[config.mk]
export PLATFORM = sky130hd
export DESIGN_NAME = rt_balance_route
export DESIGN_NICKNAME = d
export VERILOG_FILES = /design/src/rtl/rt_balance_pkg.sv /design/src/rtl/rt_route_chain.sv /design/src/rtl/rt_wave_merge.sv /design/src/rtl/rt_balance_route.sv
export SDC_FILE = /design/constraint.sdc
export NUM_CORES = 1
export LEC_CHECK = 0
export BUFFER_PORTS_ARGS = -buffer_cell sky130_fd_sc_hd__buf_2
export CAP_MARGIN = 0
export CORE_UTILIZATION = 30
export DETAILED_ROUTE_END_ITERATION = 10
export GPL_ROUTABILITY_DRIVEN = 0
export PLACE_DENSITY_LB_ADDON = 0.05
export SLEW_MARGIN = 20
export SYNTH_ARGS = -nofsm -noshare
export SYNTH_HDL_FRONTEND = slang
export SYNTH_SLANG_ARGS = --single-unit
export TNS_END_PERCENT = 10
[constraint.sdc]
create_clock -name clk -period 3.25 [get_ports clk]
set_clock_uncertainty 0.15 [all_clocks]
set_input_delay 0.1625 -clock clk [delete_from_list [all_inputs] [get_ports clk]]
set_output_delay 0.1625 -clock clk [all_outputs]
set_load 0.005 [all_outputs]
[src/rtl/rt_balance_pkg.sv]
package rt_balance_pkg;

    typedef enum logic [1:0] {
        ST_FILL    = 2'd0,
        ST_ALIGNED = 2'd1,
        ST_SKEWED  = 2'd2
    } merge_state_t;

    // Limit a requested pad count to the depth that was built.
    function automatic int unsigned eff_pad(input int unsigned req, input int unsigned lim);
        return (req > lim) ? lim : req;
    endfunction

endpackage

[src/rtl/rt_route_chain.sv]
module rt_route_chain
    import rt_balance_pkg::*;
#(
    parameter int W       = 6,
    parameter int BASE    = 2,
    parameter int MAX_PAD = 16,
    parameter int PAD_W   = 5
) (
    input  logic             clk,
    input  logic             rst_n,
    input  logic             h_eva,
    input  logic             v_eva,
    input  logic [W-1:0]     in_word,
    input  logic [PAD_W-1:0] pad,
    output logic [W-1:0]     tap_word
);
    localparam int NSTG  = 2 * (BASE + MAX_PAD);
    localparam int IDX_W = $clog2(NSTG);

    logic [W-1:0] stg [NSTG];

    for (genvar k = 0; k < NSTG; k++) begin : g_elem
        // Even elements hold complemented values, so an empty word is all ones.
        localparam logic [W-1:0] RST_V = ((k % 2) == 0) ? {W{1'b1}} : {W{1'b0}};
        logic [W-1:0] q;
        logic         upd;
        logic [W-1:0] src;

        assign upd = ((k % 2) == 0) ? h_eva : v_eva;
        if (k == 0) begin : g_head
            assign src = in_word;
        end else begin : g_body
            assign src = stg[k-1];
        end

        always_ff @(posedge clk or negedge rst_n) begin
            if (!rst_n)   q <= RST_V;
            else if (upd) q <= ~src;
        end
        assign stg[k] = q;
    end

    // The tap sits after an even count of elements: true polarity.
    logic [IDX_W-1:0] idx;
    always_comb begin
        idx      = IDX_W'(2 * (BASE + int'(eff_pad(int'(pad), MAX_PAD))) - 1);
        tap_word = stg[idx];
    end

endmodule

[src/rtl/rt_wave_merge.sv]
module rt_wave_merge
    import rt_balance_pkg::*;
#(
    parameter int N_PATH = 3,
    parameter int TAG_W  = 4,
    parameter int W      = TAG_W + 2
) (
    input  logic                clk,
    input  logic                rst_n,
    input  logic                h_eva,
    input  logic [N_PATH*W-1:0] tap_flat,
    output logic                res_valid,
    output logic [N_PATH-1:0]   res_data,
    output logic [TAG_W-1:0]    res_tag,
    output logic                wave_err
);
    merge_state_t state, nxt;
    logic         all_v;
    logic         same;
    logic [N_PATH-1:0] cur_data;
    logic [TAG_W-1:0]  tag0;

    always_comb begin
        all_v = 1'b1;
        same  = 1'b1;
        tag0  = tap_flat[1 +: TAG_W];
        for (int i = 0; i < N_PATH; i++) begin
            cur_data[i] = tap_flat[i*W];
            if (!tap_flat[i*W + W - 1]) all_v = 1'b0;
            if (tap_flat[i*W + 1 +: TAG_W] != tag0) same = 1'b0;
        end
        if (!all_v)    nxt = ST_FILL;
        else if (same) nxt = ST_ALIGNED;
        else           nxt = ST_SKEWED;
    end

    // State register: moves only on the destination strobe.
    always_ff @(posedge clk or negedge rst_n) begin
        if (!rst_n)     state <= ST_FILL;
        else if (h_eva) state <= nxt;
    end

    // Output process: result word captured when a matched wave is accepted.
    always_ff @(posedge clk or negedge rst_n) begin
        if (!rst_n) begin
            res_data <= '0;
            res_tag  <= '0;
        end else if (h_eva) begin
            unique case (nxt)
                ST_ALIGNED: begin
                    res_data <= cur_data;
                    res_tag  <= tag0;
                end
                ST_FILL, ST_SKEWED: begin
                    res_data <= res_data;
                    res_tag  <= res_tag;
                end
                default: begin
                    res_data <= res_data;
                    res_tag  <= res_tag;
                end
            endcase
        end
    end

    assign res_valid = (state == ST_ALIGNED);
    assign wave_err  = (state == ST_SKEWED);

endmodule

[src/rtl/rt_balance_route.sv]
module rt_balance_route
    import rt_balance_pkg::*;
#(
    parameter int N_PATH                 = 3,
    parameter int TAG_W                  = 4,
    parameter int MAX_PAD                = 16,
    parameter logic [N_PATH*8-1:0] BASE_LAT = {8'd5, 8'd3, 8'd2},
    localparam int PAD_W                 = $clog2(MAX_PAD + 1)
) (
    input  logic                    clk,
    input  logic                    rst_n,
    input  logic                    h_eva,
    input  logic                    v_eva,
    input  logic [N_PATH-1:0]       in_data,
    input  logic [N_PATH*TAG_W-1:0] in_tag,
    input  logic [N_PATH-1:0]       in_valid,
    input  logic [N_PATH*PAD_W-1:0] pad_sel,
    output logic                    res_valid,
    output logic [N_PATH-1:0]       res_data,
    output logic [TAG_W-1:0]        res_tag,
    output logic                    wave_err
);
    localparam int W = TAG_W + 2;

    logic [N_PATH*W-1:0] tap_flat;

    for (genvar i = 0; i < N_PATH; i++) begin : g_path
        logic [W-1:0] word_in;
        logic [W-1:0] word_tap;
        assign word_in = {in_valid[i], in_tag[i*TAG_W +: TAG_W], in_data[i]};

        rt_route_chain #(
            .W       (W),
            .BASE    (int'(BASE_LAT[i*8 +: 8])),
            .MAX_PAD (MAX_PAD),
            .PAD_W   (PAD_W)
        ) chain_i (
            .clk      (clk),
            .rst_n    (rst_n),
            .h_eva    (h_eva),
            .v_eva    (v_eva),
            .in_word  (word_in),
            .pad      (pad_sel[i*PAD_W +: PAD_W]),
            .tap_word (word_tap)
        );
        assign tap_flat[i*W +: W] = word_tap;
    end

    rt_wave_merge #(
        .N_PATH (N_PATH),
        .TAG_W  (TAG_W),
        .W      (W)
    ) merge_i (
        .clk       (clk),
        .rst_n     (rst_n),
        .h_eva     (h_eva),
        .tap_flat  (tap_flat),
        .res_valid (res_valid),
        .res_data  (res_data),
        .res_tag   (res_tag),
        .wave_err  (wave_err)
    );

endmodule

# --- Word-level counts from Yosys, hierarchy flattened ---
# Index checks and enable logic that the tools add are counted.
# W data, S select, Z words.
op_classes:
  n_addsub: 6
  magnitude_cmp: 6
  eq_ne: 5
  mux: 19
  bitwise_logic: 119
  n_reduce_logical: 1
ops:
  columns: ["cell", "count"]
  rows:
  - ["$not A6 Y6", 116]
  - ["$bmux W6 S6", 3]
  - ["$mux W6", 6]
  - ["$ge A7 B7 Y1 const B", 3]
  - ["$not A6 Y7", 3]
  - ["$sub A6 B2 Y6 const B", 3]
  - ["$gt A5 B5 Y1 const B", 3]
  - ["$mux W5", 3]
  - ["$add A3 B5 Y5 const A", 2]
  - ["$ne A4 B4 Y1", 2]
  - ["$add A4 B5 Y5 const A", 1]
  - ["$mux W1", 5]
  - ["$eq A2 B1 Y1 const B", 2]
  - ["$mux W2", 2]
  - ["$eq A2 B2 Y1 const B", 1]
  - ["$reduce_and A2 Y1", 1]
word_totals:
  regBits: 705
  inputBits: 37
  output_inout_bits: 9
  wordCells: 275

# --- Depth between registers and ports, before layout ---
logic_depth:
  ltp_word: 15
  ltp_mapped: 17

# --- Hierarchy ---
# Synthesis repeated with hierarchy kept, for this count alone.
unflattened:
  hier_cells: 2731
  hier_area_um2: 30316.6
by_module_without_submodules:
  columns: ["mod", "n_inst", "cells_each", "area_per_inst_um2", "seq_area_each_um2"]
  rows:
  - ["rt_route_chain (g_path[2].chain_i)", 1, 940, 10792.9, 6463.7]
  - ["rt_route_chain (g_path[1].chain_i)", 1, 950, 10186.0, 5848.1]
  - ["rt_route_chain (g_path[0].chain_i)", 1, 807, 8914.8, 5540.3]
  - ["rt_wave_merge", 1, 34, 422.9, 225.2]

# --- Worst setup path after synthesis ---
# No wires, ideal clock.
synth_path:
  kind: "input -> register"
  start: "input pad_sel[0]"
  end: "register merge_i.res_data[0]"
  setup_time_ps: 125
  arrival_ps: 3923
  setup_slack_ps: -948
  path_stages: 17
  path_buffers: 5
  path_cell_list: "nor2b_4 > buf_6 > buf_6 > inv_1 > buf_2 > ha_1 > xor2_1 > buf_2 > buf_2 > mux4_2 > mux2i_1 > mux2i_1 > a22oi_1 > and2_2 > mux2i_1 > nor4_4 > mux2_4"
synth_via:
  elab_chain_len: 15
  word_cells_on_any_way: 19
synth_rtl:
  columns: ["element", "line_no", "source"]
  rows:
  - ["start: declaration", "rt_balance_route.sv:17", "input logic [N_PATH*PAD_W-1:0] pad_sel,"]
  - ["$gt A5 B5 Y1", "rt_balance_pkg.sv:11", "return (req > lim) ? lim : req;"]
  - ["$mux W5 *", "rt_balance_pkg.sv:11", null]
  - ["$add A3 B5 Y5 *", "rt_route_chain.sv:46", "idx = IDX_W'(2 * (BASE + int'(eff_pad(int'(pad), MAX_PAD))) - 1);"]
  - ["$sub A6 B2 Y6 *", "rt_route_chain.sv:46", null]
  - ["$not A6 Y7 (implied by the code) *", "rt_route_chain.sv:47", "tap_word = stg[idx];"]
  - ["$bmux W6 S6 *", "rt_route_chain.sv:47", null]
  - ["$mux W6 (implied by the code) * (2 in series)", "rt_route_chain.sv:47", null]
  - ["$ne A4 B4 Y1", "rt_wave_merge.sv:30", "if (tap_flat[i*W + 1 +: TAG_W] != tag0) same = 1'b0;"]
  - ["$mux W1 (2 in series)", "rt_wave_merge.sv:30", null]
  - ["$mux W2", "rt_wave_merge.sv:33", "else if (same) nxt = ST_ALIGNED;"]
  - ["$mux W2", "rt_wave_merge.sv:32", "if (!all_v) nxt = ST_FILL;"]
  - ["$eq A2 B1 Y1", "rt_wave_merge.sv:49", "unique case (nxt)"]
  - ["$reduce_and A2 Y1 (no source line)", null, null]
  - ["end signal: assignment", "rt_wave_merge.sv:51", "res_data <= cur_data;"]
  - ["end signal: assignment", "rt_wave_merge.sv:55", "res_data <= res_data;"]
  - ["end signal: assignment", "rt_wave_merge.sv:59", "res_data <= res_data;"]
  - ["end: declaration", "rt_wave_merge.sv:13", "output logic [N_PATH-1:0] res_data,"]
# Every way passes the cells marked *; elsewhere a longest branch is shown, timed or not. The select of a mux whose other input is x is not followed.
# A chain may end at the register's enable or synchronous reset.

# --- Worst setup path in the final report ---
layout_path:
  start: "register g_path[2].chain_i.g_elem[33].q[1]"
  end: "register merge_i.res_data[0]"
layout_via:
  elab_chain_len: 9
layout_rtl:
  columns: ["element", "line_no", "source"]
  rows:
  - ["start: declaration", "rt_route_chain.sv:25", "logic [W-1:0] q;"]
  - ["start signal: assignment", "rt_route_chain.sv:38", "else if (upd) q <= ~src;"]
  - ["$bmux W6 S6", "rt_route_chain.sv:47", null]
  - ["$mux W6 (implied by the code) (2 in series)", "rt_route_chain.sv:47", null]
  - ["$ne A4 B4 Y1", "rt_wave_merge.sv:30", null]
  - ["$mux W1", "rt_wave_merge.sv:30", null]
  - ["$mux W2", "rt_wave_merge.sv:33", null]
  - ["$mux W2", "rt_wave_merge.sv:32", null]
  - ["$eq A2 B1 Y1", "rt_wave_merge.sv:49", null]
  - ["$reduce_and A2 Y1 (no source line)", null, null]
# No other way between the ends. The select of a mux whose other input is x is not followed.

==> results.cfg <==
[run_status]
status = finished, final reports clean

[synth]
yosysWarnings = 0
async_reset_ff_share_pct = 100
avgSynthCellArea_sq_um = 10.8
syn_nets = 2734
synth_area_sq_um = 29100
yosysTopAreaCell = dfstp_2
syn_inst = 2691
ys_seq_area_share_pct = 62.0
ys_types = 80
synth-main-ff-cell = dfrtp_1
ys_ff_latch = 705
synth_top_area_share_pct = 31.4
synth-edff-count = 0
synthTopCellsByArea = dfstp_2, dfrtp_1, a21oi_1, o21ai_0, nor2_1

[grt]
track_usage_pct = 15.2
use_met1_pct = 21.3
met3_usage_pct = 2.22
grtUsageMet2_pct = 24.3
grt_pass1_vias = 20300
gr-max-usage-layer = met2
grt_pass1_wl_microns = 118000
grt_max_degree = 176
grt-ovfl-total = 0
antenna_found_initial = 3

[cts]
post-cts-setup-buffer-count = 0
clock-sinks = 705
clkLatencyLatePin_ps = 640
cts_inserted_buffers = 83
ctsRootBufferMaster = clkbuf_16
clkTransAtPathRegs_ps = 60
cts_buffer_depth = 3
tritoncts = built
htreeDepth = 3

[flow_run]
drv_cap = 0

[layout]
drive_gt1_share_pct = 27.9
syn_to_final_growth_pct = 18.8
design_area_sq_um = 34600
instances_no_fill = 4146
nNetsFinal = 2854
antenna_cells = 0

[placement]
io_buffers = 45
dpl_cell_area_sq_um = 31600
dp_hpwl_microns = 45900
dp_slack_ps = -548
place_inst = 3967

[pwr]
p_comb_share_pct = 13.1
power.leakage_nw = 13.6
power.internal_w = 0.0178
powerDensity_nw_per_um2 = 702
clock_power_share_pct = 37.9
finalPower_w = 0.0243
power.switching_w = 0.00648
switching_share_pct = 26.7
ir_drop_v = 0.000417
pwr-share-seq_pct = 49.0

[route]
wl_microns = 73000
routed-via-count = 19500
drc = 0
ant_nets = 0
viasPerCell = 4.71
wl_per_cell_microns = 17.6
drt-initial-drc-count = 996
dr.pass1.iters = 6

[timing]
setup_ws_ps = 146
max_freq_mhz = 322
fin_crit_ps = 3100
hold_slack_ps = 31.8
rsz0062_at_grt = false
finalHoldViolations = 0
worstMarginPinSlew_ps = 798
slew_headroom_pct = 46.8
maxSlewViolCount = 0
finalSetupViolCount = 0
fin_crit_sh_pct = 95.5

[floorplanning]
rows = 113
coreArea_sq_um = 95600
start_util_pct = 30.5
die_w_microns = 314
die_h_microns = 314
ios = 46
dieArea_sq_um = 98400

[critical_path]
worst-setup-path-type = reg2reg
cp.required_ps = 3620
crit_path_end_kind = flop
crit_path_max_fanout = 5
path_buf_inv = 2
path_cells = mux4_2 > a221o_1 > a32oi_1 > buf_4 > and4_2 > a2bb2o_4 > nor4_4 > buf_6 > mux2_4
arrival_ps = 3470
path_delay_family = multiplexers
r2r_slack_ps = 150
slowest_stage = mux4_2
start_kind = flop
slowest_delay_ps = 500

[hold_path]
holdCritPathClass = in2async
[layer usage]
layer / vias up / share of wire [%]
li1: 9493 / -
met1: 9691 / 48
met2: 221 / 47
met3: 117 / 2.6
met4: 4 / 2.5
met5: - / 0.037
[per-stage QoR]
step	util, %	TNS, ps
after floorplan	-	-3960
after global placement	33.1	-3740
after detailed placement	33.1	-3810
after CTS	36.2	0
after global routing	36.2	0
final	36.2	0
[state kept, by name, summed over array words and instances (netlist names)]
signal                     count
merge_i.state                  2
g_path.chain_i.g_elem.q      678
merge_i.res_data               3
g_path.chain_i.g_elem.src     18
merge_i.res_tag                4
[what timing repair did]
item                                    4_1_cts  5_1_grt
endpoints found under the setup margin        0        5
hold buffers                                 24        0
resized for setup                             0        4
hold endpoints to repair                    196        0
[area by class of cell]
class | instances | area, sq um
clock buffers | 131 | 2490
inverters | 67 | 262
fillers | 9465 | 61000
well taps | 1265 | 1580
repair buffers | 222 | 1880
clock inverters | 24 | 225
flip-flops and latches | 705 | 18100
multi-input cells | 1732 | 10100
[cell usage after synthesis, types with 5 or more instances]
library cell,instances
o22ai_1,22
mux4_2,37
a31oi_1,7
dfstp_2,348
o21ai_0,294
dfrtp_1,357
ha_1,6
nor3_1,6
nor2_1,362
inv_1,63
nor2b_1,26
o22a_1,6
buf_1,18
a21oi_1,362
o221ai_1,8
buf_2,15
a22oi_1,17
nand2_1,315
mux2_2,52
mux2i_1,100
a221oi_1,14
a32oi_1,5
buf_4,5
o211ai_1,7
a222oi_1,5
clkbuf_1,146
[path summary, 6_finish.rpt]
kind	start	end	depth (start not counted)
max in group asynchronous	rst_n	g_path[0].chain_i.g_elem[14].q[0]	3
hold reg to reg	g_path[2].chain_i.g_elem[39].q[0]	g_path[2].chain_i.g_elem[40].q[0]	1
min in group clk	in_tag[9]	g_path[2].chain_i.g_elem[0].q[2]	3
hold / removal	rst_n	g_path[1].chain_i.g_elem[7].q[5]	2
setup reg to reg	g_path[2].chain_i.g_elem[33].q[1]	merge_i.res_data[0]	9
setup / recovery	g_path[2].chain_i.g_elem[33].q[1]	merge_i.res_data[0]	9
[cells in the final DEF (no fill, tap or decap), types with 25 or more instances in the layout]
master     instances
nand2_1          315
nor2b_1           25
mux2i_1          100
buf_2             43
clkbuf_1          26
a21oi_1          362
buf_4            133
inv_1             62
clkbuf_16         84
dfstp_2          348
dfrtp_1          357
mux2_2            52
mux4_2            37
o21ai_0          294
nor2_1           362
[power groups by stage]
stage	Sequential, W	Combinational [W]	Clock [W]
detailed placement	0.0121	0.00323	0
global route	0.0122	0.00361	0.00993
finish	0.0119	0.00317	0.00921
global placement	0.0120	0.00314	0
floorplan	0.0116	0.00216	0
CTS	0.0119	0.00326	0.00960
[cells by family after synthesis]
family | synth area share [%]
compound gates | 14.9
simple gates | 10.3
flops | 62.0
buf+inv | 3.48
mux | 8.55
xor+xnor | 0.464
fa+ha+maj | 0.258
Power figures use the tool's default switching activity.
